==> src/rtl/fcs_pkg.sv <==
package fcs_pkg;
    typedef enum logic [1:0] {
        ST_IDLE  = 2'd0,
        ST_LEAD  = 2'd1,
        ST_SHIFT = 2'd2
    } xfer_state_t;
endpackage

==> src/rtl/fcs_sync.sv <==
// Multi-bit, multi-stage synchronizer with a per-bit reset value.
module fcs_sync #(
    parameter int W = 1,
    parameter int STAGES = 2,
    parameter logic [W-1:0] RST_VAL = '0
) (
    input  logic         clk,
    input  logic         rst_n,
    input  logic [W-1:0] d,
    output logic [W-1:0] q
);
    logic [W-1:0] stage_q [STAGES];

    for (genvar i = 0; i < STAGES; i++) begin : g_stage
        always_ff @(posedge clk or negedge rst_n) begin
            if (!rst_n)
                stage_q[i] <= RST_VAL;
            else if (i == 0)
                stage_q[i] <= d;
            else
                stage_q[i] <= stage_q[(i == 0) ? 0 : i-1];
        end
    end

    assign q = stage_q[STAGES-1];
endmodule

==> src/rtl/fcs_edge.sv <==
// Rise/fall detection on already synchronized levels.
module fcs_edge #(
    parameter int W = 1,
    parameter logic [W-1:0] RST_VAL = '0
) (
    input  logic         clk,
    input  logic         rst_n,
    input  logic [W-1:0] lvl,
    output logic [W-1:0] rise,
    output logic [W-1:0] fall
);
    logic [W-1:0] prev_q;

    always_ff @(posedge clk or negedge rst_n) begin
        if (!rst_n)
            prev_q <= RST_VAL;
        else
            prev_q <= lvl;
    end

    assign rise = lvl & ~prev_q;
    assign fall = ~lvl & prev_q;
endmodule

==> src/rtl/fcs_shifter.sv <==
// Snapshot/shift register. Deliberately has no reset: a block reset leaves its contents alone.
module fcs_shifter #(
    parameter int W = 8
) (
    input  logic         clk,
    input  logic         load,
    input  logic [W-1:0] par_in,
    input  logic         shift_en,
    input  logic         ser_in,
    output logic         msb
);
    logic [W-1:0] data_q;

    always_ff @(posedge clk) begin
        if (load)
            data_q <= par_in;
        else if (shift_en)
            data_q <= {data_q[W-2:0], ser_in};
    end

    assign msb = data_q[W-1];
endmodule

==> src/rtl/fault_chain_spi.sv <==
module fault_chain_spi
    import fcs_pkg::*;
#(
    parameter int NCH = 4,
    parameter int SYNC_STAGES = 2
) (
    input  logic           clk,
    input  logic           rst_n,
    input  logic [NCH-1:0] ot_flag,
    input  logic [NCH-1:0] ol_flag,
    input  logic           cs_n,
    input  logic           sck,
    input  logic           si,
    output logic           so,
    output logic           so_oe,
    output logic           proto_err
);
    localparam int W = 2 * NCH;

    // synchronized {cs_n, sck, si}
    logic [2:0] line_s;
    logic       cs_n_s, sck_s, si_s;
    logic [1:0] ed_rise, ed_fall;
    logic       sel_start, sel_end, sck_rise, sck_fall;

    fcs_sync #(.W(3), .STAGES(SYNC_STAGES), .RST_VAL(3'b100)) sync_i (
        .clk(clk), .rst_n(rst_n), .d({cs_n, sck, si}), .q(line_s)
    );
    assign {cs_n_s, sck_s, si_s} = line_s;

    fcs_edge #(.W(2), .RST_VAL(2'b10)) edge_i (
        .clk(clk), .rst_n(rst_n), .lvl({cs_n_s, sck_s}),
        .rise(ed_rise), .fall(ed_fall)
    );
    assign sel_start = ed_fall[1];
    assign sel_end   = ed_rise[1];
    assign sck_rise  = ed_rise[0];
    assign sck_fall  = ed_fall[0];

    xfer_state_t state_q, state_d;
    logic        load, shift_en, sh_msb;
    logic        so_q, err_q;
    logic [W-1:0] snap;

    assign snap = {ol_flag, ot_flag};

    // next-state logic
    always_comb begin
        state_d = state_q;
        unique case (state_q)
            ST_IDLE:  if (sel_start) state_d = ST_LEAD;
            ST_LEAD:  if (sel_end) state_d = ST_IDLE;
                      else if (sck_rise) state_d = ST_SHIFT;
            ST_SHIFT: if (sel_end) state_d = ST_IDLE;
            default:  state_d = ST_IDLE;
        endcase
    end

    // state register
    always_ff @(posedge clk or negedge rst_n) begin
        if (!rst_n)
            state_q <= ST_IDLE;
        else
            state_q <= state_d;
    end

    assign load     = (state_q == ST_IDLE) && sel_start;
    assign shift_en = (state_q == ST_SHIFT) && sck_fall && !sel_end;

    fcs_shifter #(.W(W)) shift_i (
        .clk(clk), .load(load), .par_in(snap),
        .shift_en(shift_en), .ser_in(si_s), .msb(sh_msb)
    );

    // serial output and error flag registers
    always_ff @(posedge clk or negedge rst_n) begin
        if (!rst_n) begin
            so_q  <= 1'b0;
            err_q <= 1'b0;
        end else if (load) begin
            so_q  <= 1'b0;
            err_q <= sck_s;
        end else if ((state_q != ST_IDLE) && sck_rise && !sel_end) begin
            so_q  <= sh_msb;
        end
    end

    // outputs
    always_comb begin
        so_oe     = (state_q != ST_IDLE);
        so        = so_oe ? so_q : 1'b0;
        proto_err = err_q;
    end

    assert_release_on_deselect_R7: assert property (@(posedge clk) disable iff (!rst_n)
        sel_end |=> !so_oe);
    assert_lead_low_R4: assert property (@(posedge clk) disable iff (!rst_n)
        sel_start |=> (so_oe && !so));
    assert_snapshot_top_R1: assert property (@(posedge clk) disable iff (!rst_n)
        load |=> (sh_msb == $past(snap[W-1])));
    assert_err_capture_R8: assert property (@(posedge clk) disable iff (!rst_n)
        load |=> (proto_err == $past(sck_s)));
    assert_hold_on_fall_R10: assert property (@(posedge clk) disable iff (!rst_n)
        (!sck_rise && !sel_start) |=> $stable(so_q));
    assert_idle_quiet_R3: assert property (@(posedge clk) disable iff (!rst_n)
        (cs_n_s && $stable(cs_n_s)) |-> !so);
endmodule

==> config.mk <==
export PLATFORM = sky130hd
export DESIGN_NAME = fault_chain_spi
export DESIGN_NICKNAME = d
export VERILOG_FILES = /design/src/rtl/fcs_pkg.sv /design/src/rtl/fcs_sync.sv /design/src/rtl/fcs_edge.sv /design/src/rtl/fcs_shifter.sv /design/src/rtl/fault_chain_spi.sv
export SDC_FILE = /design/constraint.sdc
export NUM_CORES = 1
export LEC_CHECK = 0
export BUFFER_PORTS_ARGS = -buffer_cell sky130_fd_sc_hd__buf_4
export CAP_MARGIN = 25
export CORE_MARGIN = 2
export CORE_UTILIZATION = 52
export CTS_CLUSTER_SIZE = 10
export DETAILED_ROUTE_END_ITERATION = 7
export HOLD_SLACK_MARGIN = 0.1
export PLACE_DENSITY = 0.73
export SLEW_MARGIN = 20
export SYNTH_ARGS = -nofsm -noshare
export SYNTH_HDL_FRONTEND = slang
export SYNTH_HIERARCHICAL = 1
export SYNTH_SLANG_ARGS = --single-unit
export TNS_END_PERCENT = 20
==> constraint.sdc <==
create_clock -name clk -period 2.2 [get_ports clk]
set_input_delay 0.22 -clock clk [delete_from_list [all_inputs] [get_ports clk]]
set_output_delay 0.22 -clock clk [all_outputs]
set_load 0.1 [all_outputs]
==> results_dict.tcl <==
set metrics [dict create \
    power_frac_clock_pct 22.8 \
    fin_nets 85 \
    average_via_count_per_standard_cell 4.94 \
    synth-edff-count 8 \
    total_power_uw 888 \
    maximum_clock_path_buffer_count 2 \
    worst_case_setup_margin_in_the_final_layout_ns 0.552 \
    antenna_found_initial 0 \
    tritoncts_num_sinks 20 \
    post-route-drc-count 0 \
    met1_length_um 526 \
    met2RoutedLength_um 511 \
    drive_gt1_share_pct 56.3 \
    critPathSlowestCell "sky130_fd_sc_hd__dfstp_2" \
    dominantRegCellSynth "sky130_fd_sc_hd__dfrtp_1" \
    synthesis.instances 52 \
    post-route-period-util_pct 74.9 \
    timing.critical_path.required_ns 2.17 \
    netlist_area_sq_um 857 \
    dpl_worst_slack_ns 0.550 \
    rsz0062_at_grt "no" \
    ys_seq_area_share_pct 63.5 \
    io_pins 16 \
    final_standard_cell_count_with_taps_included_and_fillers_excluded 87 \
    grt_pass1_vias 471 \
    dp.cells 79 \
    power.net_switching_uw 264 \
    drv_slew 0 \
    ys_ff_latch 20 \
    dieHeight_um 44.6 \
    fillCellCount 104 \
    critPathLaunch "edge_i/prev_q[1]" \
    areaGrowthSynthToFinish_pct 20.4 \
    finalWeightedCongestion 0.668 \
    timing.final.hold_violations 0 \
    min-delay-path-class "primary input to flop" \
    worstPathArrival_ns 1.62 \
    grt_start_max_net_pins 13 \
    reg2reg_slack_ns 0.55 \
    global_route_wire_length_before_repair_mm 1.93 \
    worst_hold_path_cell_count 2 \
    clk_pin_slew_worst_paths_ns 0.10 \
    maxClockFrequency_mhz 607 \
    min_period_ns 1.65 \
    fin_skew_ns 0.00709 \
    floorplan.initialDensity_pct 56.2 \
    min_delay_worst_endpoint "shift_i/data_q[1]" \
    clk-insertion-delay-late_ns 0.29 \
    syn-num-nets 65 \
    setup-tns-final_ns 0 \
    comb_power_share_pct 26.6 \
    top_signal_layer_used "met4" \
    row_count 14 \
    avgSynthCellArea_sq_um 16.5 \
    critical_path_class "flop to flop" \
    port-buffer-count 15 \
    timing.rr.start "edge_i/prev_q[1]" \
    drt_pass1_iterations 3 \
    critical_path_source_type "flop" \
    worst_ir_drop_vdd_v 0.000520 \
    timing.final.setup_violations 0 \
    worst-path-max-fanout 8 \
    cts_tree "yes" \
    p_per_area_nw_per_um2 860 \
    floorplan.die_area_sq_um 1990 \
    cts_root_buffer "sky130_fd_sc_hd__clkbuf_4" \
    grt_overflow_total 0 \
    synthArstFlopShare_pct 60.0 \
    p_int_uw 624 \
    num_vias 430 \
    timing.max_slew.rel_slack_pct 77.2 \
    wl_met3_um 33 \
    wirelength_mm 1.10 \
    timing.rr.end "shift_i/data_q[3]" \
    holdCritStartpoint "ot_flag[1]" \
    die_x_um 44.6 \
    detailedRoute.firstIterationViolations 2 \
    ff2ff_path_depth 3 \
    status "finished clean" \
    cts-htree-levels 1 \
    cp_slowest_stage_delay_ns 0.54 \
    netlist-cell-type-count 20 \
    number_of_resized_instances_in_the_post_cts_repair_step 0 \
    crit_chain "and2b_2, nor3b_1, or2_1" \
    place.detailed.hpwl_um 794 \
    drv.max_cap_violation_count 0 \
    global_route.usage.total_pct 14.5 \
    cts_made_buffers 3 \
    number_of_nets_with_antenna_violations_after_routing 0 \
    max_slew.worst_pin.slew_ns 0.341 \
    p_leak_nw 0.457 \
    power.share.sequential_pct 50.6 \
    synth-warning-count 6 \
    switching_share_pct 29.7 \
    antennaDiodeCount 0 \
    core_sq_um 1520 \
    end_kind "flop" \
    post_drt_wl_per_cell_um 12.7 \
]
-- cells in the final DEF (no fill, tap or decap), drive strengths merged, types with 2 or more instances in the layout --
cell type    instances
dfrtp                9
dlygate4sd3          4
mux2                10
nor3b                2
dfstp                3
and2b                5
buf                 15
clkbuf               4
nor2                 3
edfxtp               8
-- cells by family (layout without fill, tap and decap cells) --
family	count (synthesis)	after routing	share of synthesized area (%)
buffers and inverters	5	24	4.38
multiplexers	11	11	18.2
flip-flops	20	20	63.5
AO/OA/AOI/OAI	2	2	1.46
AND/OR/NAND/NOR	14	14	12.4
-- per-stage QoR --
| stage | hold slack (ns) | cell area, sq um | util [%] |
|---|---|---|---|
| CTS | 0.206 | 1030 | 67.7 |
| finish | 0.216 | 1030 | 67.7 |
| global route | 0.195 | 1030 | 67.7 |
| global placement | 0.0617 | 956 | 62.7 |
| detailed placement | 0.0641 | 956 | 62.7 |
| floorplan | -0.0756 | 857 | - |
-- registers in the layout, indices dropped and copies added, names as in the netlist --
signal,flops
edge_i/prev_q,2
proto_err,1
shift_i/data_q,8
so_q,1
state_q,2
sync_i/q,3
sync_i/stage_q,3
-- layer usage --
metal  track usage, %  vias to the layer above
met3             4.90                        4
met5                0                        -
met4             10.9                        0
met2             21.2                       11
li1                 -                      214
met1             17.8                      201
-- worst max path at each step --
stage / to / slack, ns / cells after the start
floorplan: shift_i/data_q[0] / 0.51 / 5
global placement: shift_i/data_q[3] / 0.59 / 3
detailed placement: shift_i/data_q[2] / 0.55 / 3
CTS: shift_i/data_q[3] / 0.52 / 3
global route: shift_i/data_q[6] / 0.49 / 3
finish: shift_i/data_q[3] / 0.55 / 3
-- power by group through the flow --
stage	clock network, mW	registers [mW]	logic (mW)
final	0.202	0.449	0.236
after global routing	0.230	0.455	0.248
after CTS	0.213	0.451	0.238
after detailed placement	0	0.458	0.232
after global placement	0	0.458	0.229
after floorplan	0	0.496	0.145
-- critical path, delay by kind of cell, from the launching register on --
family | cells | cell delay, ns
and+or+nand+nor | 3 | 0.78
DFF | 1 | 0.54
-- synthesized netlist by cell type, types with 2 or more instances --
cell	count	area, sq um
sky130_fd_sc_hd__mux2_4	9	135
sky130_fd_sc_hd__nor2_1	2	7.51
sky130_fd_sc_hd__dfstp_2	3	78.8
sky130_fd_sc_hd__dfrtp_1	9	225
sky130_fd_sc_hd__edfxtp_1	8	240
sky130_fd_sc_hd__and2b_2	5	43.8
sky130_fd_sc_hd__buf_4	3	22.5
-- layout make-up --
| cell class | instances | area [sq um] | area share [%] |
|---|---|---|---|
| Clock buffer | 4 | 36.3 | 3.52 |
| Inverter | 1 | 3.75 | 0.364 |
| Multi-Input combinational cell | 27 | 275 | 26.7 |
| Sequential cell | 20 | 544 | 52.7 |
| Tap cell | 16 | 20.0 | 1.94 |
| Timing Repair Buffer | 19 | 153 | 14.8 |
-- what timing repair did --
item | CTS | global route
hold buffers | 4 | 0
endpoints found under the hold margin | 15 | 0
buffers inserted | 0 | 0
No activity file was read; power rests on OpenSTA's default activity.
